### config.mk
export PLATFORM = sky130hd
export DESIGN_NAME = dmac_step_unit
export DESIGN_NICKNAME = d
export VERILOG_FILES = /design/src/rtl/dmacc_pkg.sv /design/src/rtl/dmacc_regfile.sv /design/src/rtl/dmacc_seq.sv /design/src/rtl/dmacc_status.sv /design/src/rtl/dmac_step_unit.sv
export SDC_FILE = /design/constraint.sdc
export NUM_CORES = 1
export LEC_CHECK = 0
export BUFFER_PORTS_ARGS = -buffer_cell sky130_fd_sc_hd__buf_2
export CAP_MARGIN = 0
export CORE_MARGIN = 2
export CORE_UTILIZATION = 40
export DETAILED_ROUTE_END_ITERATION = 7
export GPL_TIMING_DRIVEN = 1
export PLACE_DENSITY = 0.55
export REMOVE_ABC_BUFFERS = 1
export SETUP_SLACK_MARGIN = 0.02
export SYNTH_ARGS = -nofsm -noshare
export SYNTH_HDL_FRONTEND = slang
export SYNTH_HIERARCHICAL = 1
export SYNTH_SLANG_ARGS = --single-unit
### constraint.sdc
create_clock -name clk -period 5.3 [get_ports clk]
set_input_delay 1.06 -clock clk [delete_from_list [all_inputs] [get_ports clk]]
set_output_delay 1.06 -clock clk [all_outputs]
set_load 0.02 [all_outputs]
### src/rtl/dmacc_pkg.sv
package dmacc_pkg;
  typedef enum logic [1:0] {
    XF_VERIFY = 2'd0,
    XF_MEM2IO = 2'd1,
    XF_IO2MEM = 2'd2,
    XF_BAD    = 2'd3
  } xfer_e;

  typedef enum logic [1:0] {
    ST_IDLE = 2'd0,
    ST_RD   = 2'd1,
    ST_WR   = 2'd2,
    ST_UPD  = 2'd3
  } step_st_e;
endpackage

### src/rtl/dmacc_regfile.sv
module dmacc_regfile #(
  parameter int NCH    = 4,
  parameter int BW     = 8,
  parameter int RL_DST = 2,
  parameter int RL_SRC = 3,
  localparam int CW = $clog2(NCH),
  localparam int AW = 2 * BW
) (
  input  logic          clk,
  input  logic          rst_n,
  input  logic          wr_en,
  input  logic [CW-1:0] wr_chan,
  input  logic          wr_is_cnt,
  input  logic [BW-1:0] wr_byte,
  input  logic          upd_en,
  input  logic          reload_en,
  input  logic [CW-1:0] upd_chan,
  input  logic [CW-1:0] sel_chan,
  output logic [AW-1:0] sel_addr,
  output logic [AW-1:0] sel_cnt,
  input  logic [CW-1:0] view_chan,
  output logic [AW-1:0] view_addr,
  output logic [AW-1:0] view_cnt
);
  logic [AW-1:0] addr_v [NCH];
  logic [AW-1:0] cnt_v  [NCH];
  logic          hi_q, hi_n;

  // shared byte pointer
  always_comb hi_n = wr_en ? ~hi_q : hi_q;

  always_ff @(posedge clk or negedge rst_n) begin
    if (!rst_n)     hi_q <= 1'b0;
    else if (wr_en) hi_q <= hi_n;
  end

  for (genvar g = 0; g < NCH; g++) begin : g_ch
    logic [AW-1:0] a_q, a_n, c_q, c_n;
    logic          ld_wr, ld_upd, ce;

    always_comb begin
      ld_wr  = wr_en  && (wr_chan  == CW'(g));
      ld_upd = upd_en && (upd_chan == CW'(g));
      ce     = ld_wr || ld_upd;
      a_n    = a_q;
      c_n    = c_q;
      if (ld_wr) begin
        if (wr_is_cnt) begin
          if (hi_q) c_n[AW-1:BW] = wr_byte;
          else      c_n[BW-1:0]  = wr_byte;
        end else begin
          if (hi_q) a_n[AW-1:BW] = wr_byte;
          else      a_n[BW-1:0]  = wr_byte;
        end
      end else if (ld_upd) begin
        if (reload_en && (g == RL_DST)) begin
          a_n = addr_v[RL_SRC];
          c_n = cnt_v[RL_SRC];
        end else begin
          a_n = a_q + AW'(1);
          c_n = c_q - AW'(1);
        end
      end
    end

    always_ff @(posedge clk or negedge rst_n) begin
      if (!rst_n) begin
        a_q <= '0;
        c_q <= '0;
      end else if (ce) begin
        a_q <= a_n;
        c_q <= c_n;
      end
    end

    assign addr_v[g] = a_q;
    assign cnt_v[g]  = c_q;
  end

  assign sel_addr  = addr_v[sel_chan];
  assign sel_cnt   = cnt_v[sel_chan];
  assign view_addr = addr_v[view_chan];
  assign view_cnt  = cnt_v[view_chan];
endmodule

### src/rtl/dmacc_seq.sv
module dmacc_seq
  import dmacc_pkg::*;
#(
  parameter int NCH = 4,
  parameter int BW  = 8,
  localparam int CW = $clog2(NCH),
  localparam int AW = 2 * BW
) (
  input  logic          clk,
  input  logic          rst_n,
  input  logic          mode_wr,
  input  logic [CW-1:0] mode_chan,
  input  logic [1:0]    mode_val,
  input  logic          step_req,
  input  logic [CW-1:0] step_chan,
  input  logic [AW-1:0] sel_cnt,
  output logic [CW-1:0] sel_chan,
  output logic          busy,
  output logic          upd_en,
  output logic          fin_now,
  output logic          tz_set,
  output logic          err_set,
  output logic          done_o,
  output logic          cdone_o,
  output logic          tc_o,
  output logic          mem_rd_req,
  input  logic          mem_rd_ack,
  input  logic [BW-1:0] mem_rdata,
  output logic          mem_wr_req,
  input  logic          mem_wr_ack,
  output logic          io_rd_req,
  input  logic          io_rd_ack,
  input  logic [BW-1:0] io_rdata,
  output logic          io_wr_req,
  input  logic          io_wr_ack,
  output logic [BW-1:0] data_o
);
  xfer_e         mode_q [NCH];
  step_st_e      st_q, st_n;
  xfer_e         xf_q, xf_n, xf_req;
  logic [CW-1:0] ch_q, ch_n;
  logic [BW-1:0] dat_q, dat_n;
  logic          tc_q, tc_n, done_q, done_n, cd_q, cd_n;
  logic          accept, m2io;

  always_ff @(posedge clk or negedge rst_n) begin
    if (!rst_n) begin
      for (int i = 0; i < NCH; i++) mode_q[i] <= XF_VERIFY;
    end else if (mode_wr) begin
      mode_q[mode_chan] <= xfer_e'(mode_val);
    end
  end

  always_comb begin
    busy     = (st_q != ST_IDLE);
    accept   = step_req && !busy;
    sel_chan = busy ? ch_q : step_chan;
    xf_req   = mode_q[step_chan];
    m2io     = (xf_q == XF_MEM2IO);

    mem_rd_req = (st_q == ST_RD) &&  m2io;
    io_rd_req  = (st_q == ST_RD) && !m2io;
    io_wr_req  = (st_q == ST_WR) &&  m2io;
    mem_wr_req = (st_q == ST_WR) && !m2io;

    st_n    = st_q;
    xf_n    = xf_q;
    ch_n    = ch_q;
    dat_n   = dat_q;
    tc_n    = tc_q;
    done_n  = 1'b0;
    cd_n    = 1'b0;
    tz_set  = 1'b0;
    err_set = 1'b0;
    upd_en  = 1'b0;
    fin_now = 1'b0;

    unique case (st_q)
      ST_IDLE: if (accept) begin
        ch_n   = step_chan;
        xf_n   = xf_req;
        tz_set = (xf_req != XF_BAD) && (sel_cnt == '0);
        tc_n   = tz_set;
        st_n   = (xf_req == XF_MEM2IO || xf_req == XF_IO2MEM) ? ST_RD : ST_UPD;
      end
      ST_RD: if (m2io ? mem_rd_ack : io_rd_ack) begin
        dat_n = m2io ? mem_rdata : io_rdata;
        st_n  = ST_WR;
      end
      ST_WR: if (m2io ? io_wr_ack : mem_wr_ack) begin
        st_n = ST_UPD;
      end
      ST_UPD: begin
        upd_en  = (xf_q != XF_BAD);
        err_set = (xf_q == XF_BAD);
        fin_now = upd_en && (sel_cnt == '0);
        done_n  = 1'b1;
        cd_n    = fin_now;
        tc_n    = 1'b0;
        st_n    = ST_IDLE;
      end
      default: st_n = ST_IDLE;
    endcase
  end

  always_ff @(posedge clk or negedge rst_n) begin
    if (!rst_n) begin
      st_q   <= ST_IDLE;
      xf_q   <= XF_VERIFY;
      ch_q   <= '0;
      dat_q  <= '0;
      tc_q   <= 1'b0;
      done_q <= 1'b0;
      cd_q   <= 1'b0;
    end else begin
      st_q   <= st_n;
      xf_q   <= xf_n;
      ch_q   <= ch_n;
      dat_q  <= dat_n;
      tc_q   <= tc_n;
      done_q <= done_n;
      cd_q   <= cd_n;
    end
  end

  assign done_o  = done_q;
  assign cdone_o = cd_q;
  assign tc_o    = tc_q;
  assign data_o  = dat_q;
endmodule

### src/rtl/dmacc_status.sv
module dmacc_status #(
  parameter int NCH = 4,
  localparam int CW = $clog2(NCH)
) (
  input  logic           clk,
  input  logic           rst_n,
  input  logic           set_en,
  input  logic [CW-1:0]  set_chan,
  input  logic           err_set,
  input  logic           clr,
  output logic [NCH-1:0] bits_o,
  output logic           err_o
);
  logic [NCH-1:0] bits_q, bits_n, set_vec;
  logic           err_q, err_n, ce;

  for (genvar g = 0; g < NCH; g++) begin : g_set
    assign set_vec[g] = set_en && (set_chan == CW'(g));
  end

  always_comb begin
    ce     = clr || set_en || err_set;
    bits_n = (clr ? '0 : bits_q) | set_vec;
    err_n  = (clr ? 1'b0 : err_q) | err_set;
  end

  always_ff @(posedge clk or negedge rst_n) begin
    if (!rst_n) begin
      bits_q <= '0;
      err_q  <= 1'b0;
    end else if (ce) begin
      bits_q <= bits_n;
      err_q  <= err_n;
    end
  end

  assign bits_o = bits_q;
  assign err_o  = err_q;
endmodule

### src/rtl/dmac_step_unit.sv
module dmac_step_unit #(
  parameter int NCH    = 4,
  parameter int BW     = 8,
  parameter int RL_DST = 2,
  parameter int RL_SRC = 3,
  localparam int CW = $clog2(NCH),
  localparam int AW = 2 * BW
) (
  input  logic           clk,
  input  logic           rst_n,
  input  logic           reg_wr,
  input  logic [CW-1:0]  reg_chan,
  input  logic           reg_is_count,
  input  logic [BW-1:0]  reg_byte,
  input  logic           mode_wr,
  input  logic [CW-1:0]  mode_chan,
  input  logic [1:0]     mode_val,
  input  logic           autoload_en,
  input  logic           step_req,
  input  logic [CW-1:0]  step_chan,
  output logic           step_busy,
  output logic           step_done,
  output logic           chan_done,
  output logic           tc,
  input  logic           stat_rd,
  output logic [NCH-1:0] status,
  output logic           mode_err,
  input  logic [CW-1:0]  view_chan,
  output logic [AW-1:0]  view_addr,
  output logic [AW-1:0]  view_count,
  output logic [AW-1:0]  mem_addr,
  output logic           mem_rd_req,
  input  logic           mem_rd_ack,
  input  logic [BW-1:0]  mem_rdata,
  output logic           mem_wr_req,
  input  logic           mem_wr_ack,
  output logic [BW-1:0]  mem_wdata,
  output logic [CW-1:0]  io_chan,
  output logic           io_rd_req,
  input  logic           io_rd_ack,
  input  logic [BW-1:0]  io_rdata,
  output logic           io_wr_req,
  input  logic           io_wr_ack,
  output logic [BW-1:0]  io_wdata
);
  logic [CW-1:0] sel_chan;
  logic [AW-1:0] sel_addr, sel_cnt;
  logic          upd_en, fin_now, tz_set, err_set, reload_en, wr_ok;
  logic [BW-1:0] data_q;

  assign wr_ok     = reg_wr && !step_busy;
  assign reload_en = fin_now && autoload_en && (sel_chan == CW'(RL_DST));

  dmacc_regfile #(.NCH(NCH), .BW(BW), .RL_DST(RL_DST), .RL_SRC(RL_SRC)) u_regs (
    .clk       (clk),
    .rst_n     (rst_n),
    .wr_en     (wr_ok),
    .wr_chan   (reg_chan),
    .wr_is_cnt (reg_is_count),
    .wr_byte   (reg_byte),
    .upd_en    (upd_en),
    .reload_en (reload_en),
    .upd_chan  (sel_chan),
    .sel_chan  (sel_chan),
    .sel_addr  (sel_addr),
    .sel_cnt   (sel_cnt),
    .view_chan (view_chan),
    .view_addr (view_addr),
    .view_cnt  (view_count)
  );

  dmacc_seq #(.NCH(NCH), .BW(BW)) u_seq (
    .clk        (clk),
    .rst_n      (rst_n),
    .mode_wr    (mode_wr),
    .mode_chan  (mode_chan),
    .mode_val   (mode_val),
    .step_req   (step_req),
    .step_chan  (step_chan),
    .sel_cnt    (sel_cnt),
    .sel_chan   (sel_chan),
    .busy       (step_busy),
    .upd_en     (upd_en),
    .fin_now    (fin_now),
    .tz_set     (tz_set),
    .err_set    (err_set),
    .done_o     (step_done),
    .cdone_o    (chan_done),
    .tc_o       (tc),
    .mem_rd_req (mem_rd_req),
    .mem_rd_ack (mem_rd_ack),
    .mem_rdata  (mem_rdata),
    .mem_wr_req (mem_wr_req),
    .mem_wr_ack (mem_wr_ack),
    .io_rd_req  (io_rd_req),
    .io_rd_ack  (io_rd_ack),
    .io_rdata   (io_rdata),
    .io_wr_req  (io_wr_req),
    .io_wr_ack  (io_wr_ack),
    .data_o     (data_q)
  );

  dmacc_status #(.NCH(NCH)) u_stat (
    .clk      (clk),
    .rst_n    (rst_n),
    .set_en   (tz_set),
    .set_chan (sel_chan),
    .err_set  (err_set),
    .clr      (stat_rd),
    .bits_o   (status),
    .err_o    (mode_err)
  );

  assign mem_addr  = sel_addr;
  assign io_chan   = sel_chan;
  assign mem_wdata = data_q;
  assign io_wdata  = data_q;
endmodule

Word level (Yosys, flattened, before mapping)
Cells that the tools add are included.
Word-level totals
  word-level logic and storage cells: 205
  output and inout bits: 79
  bits of input ports: 46
  bits in registers: 159
Operators by class
  eq/ne operators: 34
  bitwise operators: 7
  reductions and logical operators: 62
  mux-type cells: 59
  add/sub/neg operators: 8
  order comparisons: 5
Operator list (count)
  two-way mux 16 bit: 28
  binary-select mux 16 bit (select 2 bit): 4
  adder 16 x 1 -> 16 bit (second input constant): 4
  AND reduction 4 bit: 16
  subtractor 16 x 1 -> 16 bit (second input constant): 4
  != test 2 bit (second input constant): 16
  two-way mux 8 bit: 3
  logical AND 1 bit: 23
  == test 2 bit (second input constant): 8
  logical NOT 16 bit: 1
  two-way mux 2 bit: 8
  >= comparator 3 bit (second input constant): 4
  inverter 2 -> 3 bit: 4
  nonzero test 2 bit: 6
  == test 2 x 1 -> 1 bit (second input constant): 5
  two-way mux 1 bit: 10
  != test 2 x 1 -> 1 bit (second input constant): 5
  bitwise mux 8 bit: 1
  one-hot mux 2 bit (4 select lines): 1
  logical OR 1 bit: 7
  logical NOT 2 bit: 3
  AND reduction 2 bit: 3
  binary-select mux 2 bit (select 2 bit): 1
  demux 2 bit (select 2 bit): 1
  other kinds (8): 9

Longest topological paths before layout
Gate-level depths: netlist of run 1.
  depth in word-level cells: 14
  gate-level depth with buffers: 17
  gate-level depth less buffers: 13

Hierarchy
The synthesis of run 1 kept the hierarchy.
By module, submodules not included
  dmacc_regfile: instances 1, cells an instance 1108, area an instance 9806.9 um^2, sequential area each 3228.1 um^2
  dmacc_seq: instances 1, cells an instance 105, area an instance 1342.5 um^2, sequential area each 625.6 um^2
  dmacc_status: instances 1, cells an instance 13, area an instance 183.9 um^2, sequential area each 125.1 um^2
  dmac_step_unit: instances 1, cells an instance 10, area an instance 76.3 um^2, sequential area each 0.0 um^2

Least setup slack after synthesis of run 1
OpenSTA, ideal clock, no wires.
  path kind: input -> register
  start: in step_chan[0]
  end: reg u_regs.g_ch[2].a_q[6]
  buffers on the path: 4
  data required time: 5174 ps
  cell stages on the path: 12
  arrival time: 4570 ps
  setup time: 126 ps
  path slack: 604 ps
  cell sequence: mux2_2 > clkbuf_1 > buf_1 > mux4_2 > nor4_1 > nand4_1 > nor2_1 > and4b_1 > clkbuf_1 > buf_1 > o21ai_0 > a221o_1
On the way
  cells in the longest elaborated chain, start to end: 13
  elaborated cells between the ends (all ways): 18
  those cells by class: eq/ne (1); mux (8); bitwise (1); reduce/logical (8)
RTL lines
  start: declaration: line dmac_step_unit.sv:20  | input logic [CW-1:0] step_chan,
  two-way mux 2 bit: line dmacc_seq.sv:57  | sel_chan = busy ? ch_q : step_chan;
  inverter 2 -> 3 bit (not written as such): line dmacc_regfile.sv:81  | assign sel_cnt = cnt_v[sel_chan];
  binary-select mux 16 bit (select 2 bit): line dmacc_regfile.sv:81
  two-way mux 16 bit (not written as such) (2 in series): line dmacc_regfile.sv:81
  net sel_cnt[2]: line dmac_step_unit.sv:47  | logic [AW-1:0] sel_addr, sel_cnt;
  logical NOT 16 bit: line dmacc_seq.sv:96  | fin_now = upd_en && (sel_cnt == '0);
  logical AND 1 bit: line dmacc_seq.sv:96
  two-way mux 1 bit: line dmacc_seq.sv:78  | unique case (st_q)
  net fin_now: line dmac_step_unit.sv:48  | logic upd_en, fin_now, tz_set, err_set, reload_en, wr_ok;
  logical AND 1 bit (2 in series): line dmac_step_unit.sv:52  | assign reload_en = fin_now && autoload_en && (sel_chan == CW'(RL_DST));
  net reload_en: line dmac_step_unit.sv:48
  two-way mux 16 bit: line dmacc_regfile.sv:56  | if (reload_en && (g == RL_DST)) begin
  two-way mux 16 bit: line dmacc_regfile.sv:55  | end else if (ld_upd) begin
  two-way mux 16 bit: line dmacc_regfile.sv:47  | if (ld_wr) begin
  end signal: assignment: line dmacc_regfile.sv:71  | a_q <= a_n;
  end: declaration: line dmacc_regfile.sv:38  | logic [AW-1:0] a_q, a_n, c_q, c_n;
The timed path passes the listed nets, and every way through them passes these cells. The select of a mux whose other input is x is not followed.
A chain may end at the register's enable or synchronous reset.

Worst setup path in the final report of run 1
  start: reg u_seq.st_q[1]
  end: reg u_regs.g_ch[2].c_q[14]
On the way
  cells in the longest elaborated chain, start to end: 14
  elaborated cells between the ends (all ways): 26
  those cells by class: eq/ne (4); mux (9); bitwise (1); reduce/logical (12)
RTL lines
  start: declaration: line dmacc_seq.sv:39  | step_st_e st_q, st_n;
  start signal: assignment: line dmacc_seq.sv:116  | st_q <= st_n;
  nonzero test 2 bit: line dmacc_seq.sv:55  | busy = (st_q != ST_IDLE);
  two-way mux 2 bit: line dmacc_seq.sv:57
  inverter 2 -> 3 bit (not written as such): line dmacc_regfile.sv:81
  binary-select mux 16 bit (select 2 bit): line dmacc_regfile.sv:81
  two-way mux 16 bit (not written as such) (2 in series): line dmacc_regfile.sv:81
  net sel_cnt[2]: line dmac_step_unit.sv:47
  logical NOT 16 bit: line dmacc_seq.sv:96
  logical AND 1 bit: line dmacc_seq.sv:96
  two-way mux 1 bit: line dmacc_seq.sv:78
  net fin_now: line dmac_step_unit.sv:48
  logical AND 1 bit (2 in series): line dmac_step_unit.sv:52
  net reload_en: line dmac_step_unit.sv:48
  two-way mux 16 bit: line dmacc_regfile.sv:56
  two-way mux 16 bit: line dmacc_regfile.sv:55
  two-way mux 16 bit: line dmacc_regfile.sv:47
  end signal: assignment: line dmacc_regfile.sv:72  | c_q <= c_n;
  end: declaration: line dmacc_regfile.sv:38
The timed path passes the listed nets, and every way through them passes these cells. The select of a mux whose other input is x is not followed.

==> summary.md, run 1 <==
| Metric | Value |
|---|---|
| Result of the run | `completed` |
| Worst IR Drop VDD | `216.2 uV` |
| Quantity of I/O buffers inserted on ports | `approximately 120` |
| Post-route DRC | `0` |
| Combined area of all synthesized cells | `between 10,000 and 15,000 um2` |
| Mean post-synth cell area | `9.231 um2` |
| Unique cell type count in the Yosys netlist | `80` |
| Remaining antenna violation count | `0` |
| Highest net fanout along the worst path | `40` |
| Wire length of the first global-routing pass | `61,960 um` |
| Length of the first detailed-routing pass in iterations | `6` |
| Total Wirelength | `approximately 40,000 um` |
| RSZ-0062 raised after global routing | `no` |
| Kind of cell adding the most delay to the critical path | `simple AND/OR/NAND/NOR gates` |
| WHS | `484.8 ps` |
| Vertical extent of the die | `172.9 um` |
| Cts repair resizes | `0` |
| Yosys warns | `6` |
| Quantity of hold-fixing buffers added after cts | `0` |
| TritonCTS clock tree | `built` |
| Initial cell density of the core | `about two fifths` |
| Core Box Area | `27,930 um2` |
| Minimum clock period after layout | `approximately 4600 ps` |
| Buffers from clock root to sink, at most | `2` |
| Static Leakage | `about 5.3 nW` |
| Vias in the first global route | `between 10,000 and 15,000` |
| Number of antenna violations at the first check in global routing | `0` |
| Routability congestion estimate from global placement | `0.9332` |
| Most frequently used flop master after synthesis | `dfrtp_1` |
| Final net count | `1,358` |
| Largest net degree at the start of global routing | `103` |
| Insertion delay to the later sink of the worst-skew pair | `~440 ps` |
| Buffer type at the clock tree root | `clkbuf_16` |
| Total setup violations reported at the end of the flow | `0` |
| Total routing resource utilization after global routing | `26.98%` |
| Starting DRT DRC Count | `1,308` |
| Main area contributors after synthesis | `dfrtp_1, mux4_2, a21oi_1, o21ai_0, nor2_1` |
| Gate Count Post-Synth | `between 1,000 and 1,500` |
| Fraction of the cycle the final worst path needs | `between 80% and 90%` |
| Kind of end point of the critical path | `register` |
| Number of H-tree levels | `4` |
| Max-cap violations | `0` |
| Die outline area | `~30,000 um2` |
| Number of enable flip-flop cells after synthesis | `0` |
| Worst path slowest cell | `mux2_2` |
| Signed area change from the synthesized netlist to the final layout | `12.61%` |
| Critical path launch point type | `register` |
| Number of vias per cell | `6.399` |
| Transition time of the tightest slew-check pin | `1145 ps` |
| Synthesis-stage register bit count | `roughly 160` |
| CP bufs+invs | `2` |
| Postcts setup bufs | `0` |
| Class of the tightest hold or removal check | `register to register` |
| Vias post-DR | `around 11,000` |
| HPWL Detailed | `between 20,000 and 30,000 um` |
| Area share of the largest cell type after synthesis | `34.87%` |
| Total number of placement rows | `a little over 60` |
| Final count of pins violating max slew | `0` |
| Data arrival, critical path | `roughly 4900 ps` |
| Boundary Pins | `125` |
| Power density over cell area | `~560 nW/um2` |
| Achievable Freq | `0.2183 GHz` |
| Detail-routed net length per standard cell | `between 20 and 25 um` |
| Required time of the critical path | `5630 ps` |
| Cell-by-cell trace of the critical path | `inv_1 > ha_1 > mux2_2 > mux4_2 > nor4_1 > nand4_1 > nor2_1 > and4b_1 > buf_4 > nand2b_1 > a22oi_1 > o21ai_0 > a21o_1` |
| Final Hold Violating Endpoints | `0` |
| Delay of the slowest critical-path stage | `600 ps` |
| Post-route clock skew | `14.80 ps` |
| Post-route total power | `7.157 mW` |
| Floorplan die width | `between 150 and 200 um` |
| Share of post-route cells with drive strength above 1 | `23.19%` |
| Critical Setup Path Class | `register to register` |
| Portion of the post-synthesis area used by sequential elements | `a little over a third` |
| Sum of overflow across all layers after global routing | `0` |
| Antenna diodes | `0` |
| Cell type with the largest total area after synthesis | `dfrtp_1` |
| Relative slew slack | `between 20% and 30%` |
| Post-route setup TNS | `0 ps` |
| Clock transition at the registers of the reported paths | `approximately 80 ps` |
| Number of clock buffers inserted by TritonCTS | `17` |
| Sink Count | `159` |
| Async S/R FF share, synth | `100.0%` |
layout by cell type (no fill, tap or decap), types with 9 or more instances in the layout:
| cell | synthesis | routed |
|---|---|---|
| dfrtp_1 | 159 | 159 |
| nor2_1 | 107 | 106 |
| nand4_1 | 17 | 17 |
| buf_4 | 8 | 24 |
| nand3_1 | 40 | 39 |
| o31ai_1 | 9 | 9 |
| nor3_1 | 32 | 32 |
| o22ai_1 | 18 | 18 |
| inv_1 | 25 | 25 |
| a21oi_1 | 110 | 110 |
| nand2b_1 | 10 | 10 |
| a22o_1 | 9 | 9 |
| a41oi_1 | 10 | 10 |
| xnor2_1 | 9 | 9 |
| nand2_1 | 106 | 106 |
| o21ai_0 | 85 | 85 |
| buf_2 | 8 | 123 |
| clkbuf_16 | 0 | 17 |
| ha_1 | 14 | 14 |
| and3_1 | 17 | 17 |
| nor2b_1 | 10 | 10 |
| a21o_1 | 10 | 10 |
| o22a_1 | 27 | 27 |
| mux2_2 | 34 | 34 |
| o21a_1 | 9 | 9 |
| nor4_1 | 12 | 12 |
| mux4_2 | 64 | 64 |
| a31oi_1 | 29 | 29 |
metrics by stage:
step | setup slack, ps | std cells | cell area (um2) | utilization [%]
final | 718.2 | 1689 | 12850 | 46.00
after CTS | 731.2 | 1689 | 12850 | 46.00
after detailed placement | 387.8 | 1657 | 12260 | 43.89
after floorplan | -171.1 | 1131 | 10970 | -
after global placement | 541.8 | 1657 | 12260 | 43.89
after global routing | 437.3 | 1689 | 12850 | 46.00
final timing paths:
path,startpoint,endpoint,slack (ps),depth (start not counted)
max in group asynchronous,rst_n,u_regs/g_ch[2].a_q[3],3460,2
max reg2reg,u_seq/st_q[1],u_regs/g_ch[2].c_q[14],720,13
min,u_stat/err_o,u_stat/err_o,480,1
max,u_seq/st_q[1],u_regs/g_ch[2].c_q[14],720,13
min reg2reg,u_stat/err_o,u_stat/err_o,480,1
min in group asynchronous,rst_n,u_regs/g_ch[0].c_q[4],760,1
state kept, by name (all words and copies together), names as in the netlist:
signal / count
u_regs/g_ch.a_q: 64
u_regs/g_ch.c_q: 64
u_seq/data_o: 8
u_seq/mode_q: 8
u_stat/bits_o: 4
u_seq/ch_q: 2
u_seq/st_q: 2
u_seq/xf_q: 2
u_regs/hi_q: 1
u_seq/cdone_o: 1
u_seq/done_o: 1
u_seq/tc_o: 1
u_stat/err_o: 1
layout make-up:
| type | instances | area (um2) |
|---|---|---|
| fill | 2764 | 15090 |
| multi-input combinational | 946 | 6904 |
| sequential | 159 | 3979 |
| timing repair buffer | 148 | 807.0 |
| tap | 378 | 473.0 |
| clock buffer | 17 | 425.4 |
| clock inverter | 15 | 162.7 |
| inverter | 26 | 97.59 |
layer usage:
| layer | up-vias | global-route usage [%] | routed length [um] |
|---|---|---|---|
| met1 | 5330 | 37.36 | 17320 |
| met5 | - | 0 | 0 |
| met3 | 93 | 3.254 | 2800 |
| li1 | 4860 | - | - |
| met4 | 0 | 13.06 | 1780 |
| met2 | 525 | 42.12 | 18680 |
cell families after synthesis:
family,share of synthesized area (%)
DFF,34.87
AOI/OAI and AO/OA,22.81
buffers and inverters,4.726
adders and majority gates,1.535
and+or+nand+nor,17.75
xor gates and xnor gates,1.151
muxes,17.15
report_power, final:
part	internal [mW]	total, mW	switching, mW
registers	1.66	2.52	0.859
clock network	0.633	1.26	0.624
logic	1.48	3.38	1.91
cells in the mapped netlist, types with 5 or more instances:
cell      count
nand3b_1      6
nor2b_1      10
o21a_1        9
nand4_1      17
mux4_2       64
o21ai_0      85
o32ai_1       6
mux2i_1       8
xnor2_1       9
a22o_1        9
o22a_1       27
or4_1         5
ha_1         14
nor3_1       32
mux2_2       34
o31ai_1       9
buf_4         8
nor2_1      107
nand3_1      40
a21oi_1     110
and2_1        7
a31oi_1      29
o211ai_1      8
xor2_1        6
a31o_2        6
nor4_1       12
buf_1         9
nor3b_1       6
or3_1         8
and3_1       17
dfrtp_1     159
nand2b_1     10
nand2_1     106
a32oi_1       5
and4_1        6
o22ai_1      18
inv_1        25
a41oi_1      10
a21o_1       10
clkbuf_1     79
buf_2         8
a22oi_1       7
(Power assumes the default switching activity.)
==> inputs of run 2 (changes only) <==
CORE_ASPECT_RATIO = 0.6   (was default)
clock period = 4.95 ns   (was 5.3 ns; I/O delays follow)
==> run 2 against run 1 <==
Sequential power up 13%. Global-route usage up 2.5 points. Clock power up 9%. Clock skew down 6.7 ps. Critical path depth up 1. Via count up 1.9%.
==> summary.md, run 2 (same netlist as run 1, synthesis figures left out) <==
| Metric | Value |
|---|---|
| Total number of placement rows | `47` |
| Antenna diodes | `0` |
| Final cell count without fillers | `approximately 1,700` |
| Global routing met1 resource utilization | `46.58%` |
| Share of post-route cells with drive strength above 1 | `23.02%` |
| Total Wirelength | `43,350 um` |
| Worst IR Drop VDD | `308.6 uV` |
| Remaining antenna violation count | `0` |
| Core Box Area | `27,820 um2` |
| Post-route total power | `approximately 7.9 mW` |
| Data arrival, critical path | `about 5000 ps` |
| Post-Place Cells | `1,650` |
| Floorplan die width | `222.0 um` |
| Static Leakage | `~5.3 nW` |
| Quantity of hold-fixing buffers added after cts | `0` |
| Fill count | `about 2,700` |
| Global-route met3 utilization | `9.182%` |
| Max-cap violations | `0` |
| Post-route DRC | `0` |
| HPWL Detailed | `~32,000 um` |
| Power density over cell area | `~600 nW/um2` |
| Critical Setup Path Class | `register to register` |
| Relative slew slack | `a little over a third` |
| Number of clock buffers inserted by TritonCTS | `17` |
| Postcts setup bufs | `0` |
| Sum of overflow across all layers after global routing | `0` |
| Number of antenna violations at the first check in global routing | `0` |
| Clock transition at the registers of the reported paths | `60 ps` |
| Class of the tightest hold or removal check | `register to register` |
| Detail-routed net length per standard cell | `25.82 um` |
| Total routing resource utilization after global routing | `29.48%` |
| Vias in the first global route | `~10,000` |
| Total setup violations reported at the end of the flow | `0` |
| Achievable Freq | `0.2146 GHz` |
| Initial cell density of the core | `41.02%` |
| Critical path launch point type | `register` |
| Fraction of the cycle the final worst path needs | `between 90% and 100%` |
| RSZ-0062 raised after global routing | `no` |
| Largest net degree at the start of global routing | `90` |
| Die outline area | `29,930 um2` |
| Post-route clock skew | `8.118 ps` |
| Most frequent cells in the layout | `dfrtp_1, buf_2, a21oi_1` |
| Highest net fanout along the worst path | `20` |
| Insertion delay to the later sink of the worst-skew pair | `460 ps` |
| Transition time of the tightest slew-check pin | `962.0 ps` |
| Length of the first detailed-routing pass in iterations | `5` |
| Required time of the critical path | `between 5000 and 6000 ps` |
| Routability congestion estimate from global placement | `0.9065` |
| Top flop regs | `u_regs/g_ch.a_q: 64 flops, u_regs/g_ch.c_q: 64 flops` |
| Final Hold Violating Endpoints | `0` |
| Kind of end point of the critical path | `register` |
| Starting DRT DRC Count | `1,572` |
| Signed area change from the synthesized netlist to the final layout | `12.87%` |
| Sink Count | `between 150 and 200` |
| Global Route met2 Usage | `37.74%` |
| Buffer type at the clock tree root | `clkbuf_16` |
| Final count of pins violating max slew | `0` |
| Buffers from clock root to sink, at most | `2` |
| Vias post-DR | `11,020` |
| Number of H-tree levels | `4` |
| Boundary Pins | `around 130` |
| Result of the run | `completed` |
| Final net count | `1,362` |
| Most heavily used metal layer in global routing | `met1` |
| Cts repair resizes | `0` |
| Number of vias per cell | `6.562` |
| Vertical extent of the die | `134.8 um` |
| Final core occ | `46.30%` |
| Wire length of the first global-routing pass | `between 60,000 and 70,000 um` |
| Minimum clock period after layout | `4660 ps` |
| Most frequent standard cell in the layout excluding fill and tap cells | `dfrtp_1` |
| Quantity of I/O buffers inserted on ports | `124` |
| TritonCTS clock tree | `built` |
-- run 2: routing by layer --
| metal | up-vias | share of wire [%] |
|---|---|---|
| met4 | 2 | 1.6 |
| met3 | 40 | 12 |
| met1 | 5483 | 47 |
| met5 | - | 0.17 |
| li1 | 4880 | - |
| met2 | 612 | 39 |
-- run 2: worst paths after layout --
check	to	slack, ps	startpoint	cells after the start
max	u_regs/g_ch[2].a_q[11]	290	u_seq/st_q[1]	14
min	u_stat/err_o	480	u_stat/err_o	1
max reg2reg	u_regs/g_ch[2].a_q[11]	290	u_seq/st_q[1]	14
min reg2reg	u_stat/err_o	480	u_stat/err_o	1
max in group asynchronous	u_seq/mode_q[1]	3430	rst_n	2
min in group asynchronous	u_regs/g_ch[0].c_q[2]	540	rst_n	1
-- run 2: area by class of cell --
| type | instances | area, um2 | area share (%) |
|---|---|---|---|
| well taps | 367 | 459.2 | 3.566 |
| inverters | 26 | 97.59 | 0.7578 |
| clock buffers | 22 | 464.2 | 3.604 |
| repair buffers | 152 | 862.1 | 6.694 |
| multi-input cells | 946 | 6904 | 53.61 |
| clock inverters | 7 | 112.6 | 0.8744 |
| flip-flops and latches | 159 | 3979 | 30.89 |
-- run 2: power breakdown --
group	total, mW	leakage [nW]	internal (mW)	switching, mW
Clock	1.37	0.282	0.808	0.561
Sequential	2.86	2.02	1.77	1.09
Combinational	3.69	3.00	1.62	2.07
Total	7.92	5.31	4.20	3.72
-- run 2: worst max-delay path, cell delays in order (launching register included) --
cell and delay (ps):
dfrtp_1 410, inv_1 140, ha_1 320, mux2_2 440, buf_12 180, mux4_2 430
nor4_1 510, nand4_1 340, nor2_1 190, and4b_1 320, clkinv_1 470, buf_4 360
o21ai_0 190, a31o_2 130, a31oi_1 70
-- run 2: metrics by stage --
step	hold WS, ps	area, um2	worst slack, ps	setup TNS [ps]
after CTS	485.9	12880	412.7	0
after floorplan	473.8	10970	-451.1	-4516
final	483.3	12880	290.2	0
after detailed placement	471.9	12300	220.0	0
after global placement	461.0	12300	390.0	0
after global routing	507.8	12880	67.78	0
